$ cat src/rtl/probe_pkg.sv
package probe_pkg;
  typedef enum logic [3:0] {
    OP_IDLE        = 4'd0,
    OP_ENTER       = 4'd1,
    OP_EXIT        = 4'd2,
    OP_CTRL_WR     = 4'd3,
    OP_CTRL_RD     = 4'd4,
    OP_INSTR_WR_LO = 4'd5,
    OP_INSTR_WR_HI = 4'd6,
    OP_INSTR_RD    = 4'd7,
    OP_EXEC        = 4'd8,
    OP_DATA0_RD    = 4'd9,
    OP_DATA1_RD    = 4'd10,
    OP_DATA0_WR    = 4'd11,
    OP_DATA1_WR    = 4'd12
  } probe_op_e;

  // Opcodes that need probe mode.
  function automatic logic needs_probe(input probe_op_e op);
    return (op >= OP_INSTR_WR_LO) && (op <= OP_DATA1_WR);
  endfunction

  // Control word layout: {busy, err, in_probe, redirect}.
  function automatic logic [3:0] pack_ctrl(input logic redirect, input logic probe,
                                           input logic err, input logic busy);
    return {busy, err, probe, redirect};
  endfunction
endpackage

$ cat src/rtl/probe_mode_fsm.sv
module probe_mode_fsm (
  input  logic clk,
  input  logic rst,
  input  logic enter_cmd,
  input  logic exit_cmd,
  input  logic run_stop,
  input  logic irq,
  input  logic redirect,
  output logic in_probe,
  output logic enter_evt
);
  logic probe_q;

  assign enter_evt = enter_cmd | run_stop | (irq & redirect);
  assign in_probe  = probe_q;

  always_ff @(posedge clk) begin
    if (rst)               probe_q <= 1'b0;
    else if (probe_q)      probe_q <= !exit_cmd;
    else if (enter_evt)    probe_q <= 1'b1;
  end

  assert_enter_R2: assert property (@(posedge clk) disable iff (rst)
    (!probe_q && enter_evt) |=> probe_q);
  assert_stay_R3: assert property (@(posedge clk) disable iff (rst)
    (probe_q && !exit_cmd) |=> probe_q);
endmodule

$ cat src/rtl/probe_instr_reg.sv
module probe_instr_reg #(
  parameter int NBYTES = 16,
  parameter int LANE_W = 64,
  localparam int IW     = NBYTES * 8,
  localparam int NLANES = IW / LANE_W,
  localparam int LSEL_W = (NLANES > 1) ? $clog2(NLANES) : 1
) (
  input  logic              clk,
  input  logic              rst,
  input  logic              wr_en,
  input  logic [LSEL_W-1:0] wr_lane,
  input  logic [LANE_W-1:0] wr_data,
  input  logic              exec_req,
  input  logic              instr_ready,
  output logic              instr_valid,
  output logic [IW-1:0]     instr_data,
  output logic              drop_evt
);
  function automatic logic [IW-1:0] nop_fill();
    logic [IW-1:0] f;
    for (int b = 0; b < NBYTES; b++) f[8*b +: 8] = 8'h90;
    return f;
  endfunction

  localparam logic [IW-1:0] NOPS = nop_fill();

  logic pending_q;
  logic accept_evt;
  logic lane_wr_ok;

  assign accept_evt = pending_q & instr_ready;
  assign drop_evt   = pending_q & (exec_req | wr_en);
  assign lane_wr_ok = wr_en & !pending_q;

  for (genvar l = 0; l < NLANES; l++) begin : g_lane
    logic [LANE_W-1:0] lane_q;
    always_ff @(posedge clk) begin
      if (rst)                    lane_q <= NOPS[l*LANE_W +: LANE_W];
      else if (accept_evt)        lane_q <= NOPS[l*LANE_W +: LANE_W];
      else if (lane_wr_ok && wr_lane == LSEL_W'(l)) lane_q <= wr_data;
    end
    assign instr_data[l*LANE_W +: LANE_W] = lane_q;
  end

  always_ff @(posedge clk) begin
    if (rst)             pending_q <= 1'b0;
    else if (accept_evt) pending_q <= 1'b0;
    else if (exec_req)   pending_q <= 1'b1;
  end

  assign instr_valid = pending_q;

  assert_hold_R8: assert property (@(posedge clk) disable iff (rst)
    (instr_valid && !instr_ready) |=> (instr_valid && $stable(instr_data)));
  assert_refill_R9: assert property (@(posedge clk) disable iff (rst)
    accept_evt |=> (!instr_valid && instr_data == NOPS));
endmodule

$ cat src/rtl/probe_data_regs.sv
module probe_data_regs #(
  parameter int DATA_W = 64,
  parameter int NREGS  = 2,
  localparam int IDX_W = (NREGS > 1) ? $clog2(NREGS) : 1
) (
  input  logic                         clk,
  input  logic                         rst,
  input  logic                         in_probe,
  input  logic                         host_we,
  input  logic [IDX_W-1:0]             host_idx,
  input  logic [DATA_W-1:0]            host_data,
  input  logic                         res_we,
  input  logic [IDX_W-1:0]             res_idx,
  input  logic [DATA_W-1:0]            res_data,
  output logic [NREGS-1:0][DATA_W-1:0] regs
);
  logic res_ok;
  assign res_ok = res_we & in_probe;

  for (genvar r = 0; r < NREGS; r++) begin : g_reg
    logic [DATA_W-1:0] q;
    always_ff @(posedge clk) begin
      if (rst)                                    q <= '0;
      else if (res_ok && res_idx == IDX_W'(r))    q <= res_data;
      else if (host_we && host_idx == IDX_W'(r))  q <= host_data;
    end
    assign regs[r] = q;
  end

  assert_gated_R11: assert property (@(posedge clk) disable iff (rst)
    (res_we && !in_probe && !host_we) |=> $stable(regs));
endmodule

$ cat src/rtl/probe_debug_ctrl.sv
module probe_debug_ctrl #(
  parameter int INSTR_BYTES = 16,
  parameter int DATA_W      = 64,
  localparam int IW         = INSTR_BYTES * 8,
  localparam int NLANES     = IW / DATA_W,
  localparam int LSEL_W     = (NLANES > 1) ? $clog2(NLANES) : 1
) (
  input  logic              clk,
  input  logic              rst,
  input  logic              cmd_strobe,
  input  logic [3:0]        cmd_op,
  input  logic [DATA_W-1:0] cmd_wdata,
  output logic [DATA_W-1:0] cmd_rdata,
  input  logic              run_stop,
  input  logic              irq,
  output logic              in_probe,
  output logic              instr_valid,
  input  logic              instr_ready,
  output logic [IW-1:0]     instr_data,
  input  logic              res_we,
  input  logic              res_idx,
  input  logic [DATA_W-1:0] res_data
);
  import probe_pkg::*;

  probe_op_e op;
  logic gated, allowed, acc_err_evt, busy_evt, enter_evt;
  logic redirect_q, err_q, busy_q;
  logic ctrl_wr;
  logic [1:0][DATA_W-1:0] pdr;

  assign op          = probe_op_e'(cmd_op);
  assign gated       = needs_probe(op);
  assign allowed     = cmd_strobe && (!gated || in_probe) && (op != OP_INSTR_RD);
  assign acc_err_evt = cmd_strobe && ((gated && !in_probe) || op == OP_INSTR_RD);
  assign ctrl_wr     = cmd_strobe && op == OP_CTRL_WR;

  probe_mode_fsm u_fsm (
    .clk(clk), .rst(rst),
    .enter_cmd(cmd_strobe && op == OP_ENTER),
    .exit_cmd(cmd_strobe && op == OP_EXIT),
    .run_stop(run_stop), .irq(irq), .redirect(redirect_q),
    .in_probe(in_probe), .enter_evt(enter_evt)
  );

  probe_instr_reg #(.NBYTES(INSTR_BYTES), .LANE_W(DATA_W)) u_instr (
    .clk(clk), .rst(rst),
    .wr_en(allowed && (op == OP_INSTR_WR_LO || op == OP_INSTR_WR_HI)),
    .wr_lane((op == OP_INSTR_WR_HI) ? LSEL_W'(1) : LSEL_W'(0)),
    .wr_data(cmd_wdata),
    .exec_req(allowed && op == OP_EXEC),
    .instr_ready(instr_ready),
    .instr_valid(instr_valid),
    .instr_data(instr_data),
    .drop_evt(busy_evt)
  );

  probe_data_regs #(.DATA_W(DATA_W), .NREGS(2)) u_data (
    .clk(clk), .rst(rst), .in_probe(in_probe),
    .host_we(allowed && (op == OP_DATA0_WR || op == OP_DATA1_WR)),
    .host_idx(op == OP_DATA1_WR),
    .host_data(cmd_wdata),
    .res_we(res_we), .res_idx(res_idx), .res_data(res_data),
    .regs(pdr)
  );

  always_ff @(posedge clk) begin
    if (rst) begin
      redirect_q <= 1'b0;
      err_q      <= 1'b0;
      busy_q     <= 1'b0;
    end else if (ctrl_wr) begin
      redirect_q <= cmd_wdata[0];
      err_q      <= 1'b0;
      busy_q     <= 1'b0;
    end else begin
      if (acc_err_evt) err_q  <= 1'b1;
      if (busy_evt)    busy_q <= 1'b1;
    end
  end

  always_ff @(posedge clk) begin
    if (rst) cmd_rdata <= '0;
    else if (cmd_strobe) begin
      unique case (op)
        OP_CTRL_RD:  cmd_rdata <= DATA_W'(pack_ctrl(redirect_q, in_probe, err_q, busy_q));
        OP_DATA0_RD: cmd_rdata <= allowed ? pdr[0] : '0;
        OP_DATA1_RD: cmd_rdata <= allowed ? pdr[1] : '0;
        default:     cmd_rdata <= '0;
      endcase
    end
  end

  assert_pir_unreadable_R7: assert property (@(posedge clk) disable iff (rst)
    (cmd_strobe && op == OP_INSTR_RD) |=> (cmd_rdata == '0 && err_q));
  assert_gate_err_R5: assert property (@(posedge clk) disable iff (rst)
    (cmd_strobe && gated && !in_probe) |=> (err_q && cmd_rdata == '0));
  assert_ctrl_clear_R4: assert property (@(posedge clk) disable iff (rst)
    ctrl_wr |=> (!err_q && !busy_q));
  assert_irq_masked_R2: assert property (@(posedge clk) disable iff (rst)
    (!in_probe && !enter_evt) |=> !in_probe);
endmodule

$ cat config.mk
export PLATFORM = sky130hd
export DESIGN_NAME = probe_debug_ctrl
export DESIGN_NICKNAME = d
export VERILOG_FILES = /design/src/rtl/probe_pkg.sv /design/src/rtl/probe_mode_fsm.sv /design/src/rtl/probe_instr_reg.sv /design/src/rtl/probe_data_regs.sv /design/src/rtl/probe_debug_ctrl.sv
export SDC_FILE = /design/constraint.sdc
export NUM_CORES = 1
export LEC_CHECK = 0
export BUFFER_PORTS_ARGS = -buffer_cell sky130_fd_sc_hd__clkbuf_2
export CAP_MARGIN = 20
export CORE_ASPECT_RATIO = 1.5
export CORE_UTILIZATION = 40
export DETAILED_ROUTE_END_ITERATION = 12
export GPL_TIMING_DRIVEN = 0
export PLACE_DENSITY = 0.66
export SLEW_MARGIN = 15
export SYNTH_ARGS = -nofsm -noshare
export SYNTH_HDL_FRONTEND = slang
export SYNTH_HIERARCHICAL = 1
export SYNTH_SLANG_ARGS = --single-unit
export TNS_END_PERCENT = 30
$ cat constraint.sdc
create_clock -name clk -period 3.8 [get_ports clk]
set_input_delay 0.57 -clock clk [delete_from_list [all_inputs] [get_ports clk]]
set_output_delay 0.57 -clock clk [all_outputs]
set_load 0.005 [all_outputs]
==> run metrics <==
worst path cell trace clkbuf_2, xor2_4, buf_6, nand3_1, nor2_1, and3b_1, buf_2, buf_2, nand2_1, a21oi_1; most frequent cells in the layout 513 x nand2_1, 332 x clkbuf_2, 325 x dfxtp_1; TNS Setup 0 ps; CP peak stage delay 500 ps; Reg clk slew, reported paths 60 ps; clk_skew 18.3 ps; Clk Latency, worst-skew pair 590 ps; CP most frequent cell buf_2; post-synthesis instance total 1777; final wirelength 56000 µm; post-DP HPWL 41200 µm; Antenna Nets Post-Route 0; post-synthesis xor/xnor area fraction 0.188%; fin nets 2282; Synth Register Bits 325; main combinational cell family by area after synthesis simple AND/OR/NAND/NOR gates; Synth Warn # 6; routed vias/inst 5.59; Finished Layout Cells 2643; Initial Util 40.7%; DR WL/cell 21.2 µm; worst-path fanout max 10; period utilisation layout 69.9%; Sink Count 325; compound-gate portion of the synthesized area 19.5%; crit path time final 2660 ps; Leak Pwr 7.48 nW; CP Buf/Inv Count 4; Slew @ Worst Pin 787 ps; full die area 37400 µm²; final hold violation count 0; initial antenna violation count 2; P_int 5.40 mW; Yosys top cell area share 44.5%; grt total ovfl 0; RD Place Congestion 0.899; multiplexer share of the synthesized area 0%; hold_buf cts 0; Fmax 376 MHz; Max clock buf depth 3; row count 85; pwr dens 404 nW/µm²; Max IR drop VDD 307 µV; Die Span X 158 µm; top cell type by total area after synthesis dfxtp_1; vias in the first global route 14200; critical path launch point type input port; CP arrival 3160 ps; fill cell count 3591; critical path class input port to register; Mapped Area 14600 µm²; Max Cap Violations 0; die height 236 µm; Synth Area in Simple Gates 29.1%; Finish-stage setup viols 0; outcome completed; CORE AREA 35900 µm²; DR vias 14800; slowest CP cell xor2_4; First-pass DRT Iterations 6; largest net degree at the start of global routing 16; initial DRC count 948; Avg Synthesized Cell Area 8.23 µm²; DRC Markers 0; I/O Buffers 332; share of cells above drive strength 1 25.6%; placed cells 2587; Worst path top cell family by delay buffers and inverters; Psw 1.81 mW; Post-Synth Adder-Cell Area 0%; Hold Crit Class input port to register; net count after synthesis 1917; Max Slew Vio Count 0; crit end category register; worst rel slew slack 47.6%; Sequential Power Share 48.9%; Power Total 7.21 mW; combinational power share 8.9%; CTS tree built; final core occ 49.7%; commonest non-fill, non-tap cell in the layout nand2_1; area grow syn2layout 22.0%; TritonCTS Buffers 31; first-pass GRT wire length 83200 µm; CP required 4300 ps; Post-CTS Setup Inserts 0; sequential element share of the synthesized area 44.5%; RSZ-0062 raised after global routing no; io pins 334; H-tree depth 1; total track usage 29.5%; post-cts sizing count 0; Sw Share 25.1%; unique cell type count in the Yosys netlist 42; Root Driver clkbuf_16; most area-consuming cells after synthesis dfxtp_1 44%, nand2_1 13%, a311oi_1 7.7%; Clock power frac 42.2%
==> Yosys cell counts, drive strengths merged <==
library cell and number:
nand3 4, o21ai 6, nor4b 1, o21ba 5
a211oi 1, or3b 3, and4bb 2, nor3b 7
and3 1, dfxtp 325, o41ai 4, nand3b 4
a311oi 128, and4b 1, xor2 1, a211o 2
nand2 514, and2 3, a21o 1, buf 106
o211ai 60, nor2b 1, nand2b 57, a31oi 1
or3 1, dlygate4sd1 2, o21a 2, and3b 129
a21oi 199, nor2 136, or2b 6, clkbuf 64
==> state kept, by name, indices dropped and copies added (netlist names) <==
| register | count |
|---|---|
| u_instr/g_lane.lane_q | 128 |
| busy_q | 1 |
| u_fsm/in_probe | 1 |
| u_instr/instr_valid | 1 |
| u_data/g.q | 128 |
| cmd_rdata | 64 |
| redirect_q | 1 |
| err_q | 1 |
==> final timing paths <==
kind                                                                start  cells after the start  slack (ps)                                        end
worst min-delay path                                        cmd_wdata[48]                      3         250  u_instr/g_lane[0].lane_q[48]$_SDFFE_PP0P_
worst min register to register  u_instr/g_lane[0].lane_q[31]$_SDFFE_PP1P_                      2         440  u_instr/g_lane[0].lane_q[31]$_SDFFE_PP1P_
worst max-delay path                                            cmd_op[0]                     10        1140   u_instr/g_lane[1].lane_q[3]$_SDFFE_PP0P_
worst max register to register                  u_fsm/in_probe$_SDFF_PP0_                      7        1530   u_instr/g_lane[1].lane_q[3]$_SDFFE_PP0P_
==> area by class of cell <==
type                       instances  area [µm²]  area share (%)
tap                              478         598            3.35
clock buffer                      47         866            4.85
multi-input combinational       1280        7140            40.0
buffer                           172         981            5.50
antenna                            2        5.00          0.0280
timing repair buffer             332        1660            9.31
sequential                       325        6510            36.4
clock inverter                     7        88.8           0.498
==> metrics by stage <==
| stage | setup WS, ps | instance area, µm² | hold WS (ps) |
|---|---|---|---|
| floorplan | 1540 | 14600 | 435 |
| global placement | 655 | 16900 | 427 |
| detailed placement | 583 | 16900 | 432 |
| CTS | 1190 | 17800 | 232 |
| global route | 989 | 17900 | 254 |
| finish | 1140 | 17900 | 251 |
==> cells by family after synthesis <==
kind of cell / Yosys count
DFF: 325
xor gates and xnor gates: 1
AOI/OAI and AO/OA: 409
buffers and inverters: 172
and+or+nand+nor: 870
==> routing by layer <==
layer,GRT usage [%],routed length (µm),vias to the layer above
met5,0,0,-
met4,18.8,3690,0
met3,4.06,4230,185
met2,50.9,27800,732
met1,33.7,20300,7000
li1,-,-,6856
==> power groups by stage <==
stage	sequential, mW	clock (mW)	combinational, mW
after floorplan	3.59	0	0.329
after global placement	3.60	0	0.618
after detailed placement	3.60	0	0.629
after CTS	3.52	3.10	0.631
after global routing	3.53	3.22	0.684
final	3.53	3.05	0.640
==> worst reg2reg max path, cell delays in order, from the launching register on <==
cell     delay (ps)
dfxtp_1         560
nand3_1         120
nor2_1          310
and3b_1         210
buf_2           300
buf_2           370
nand2_1         160
a21oi_1         150
Note: power is estimated with default switching activity, not from simulation.
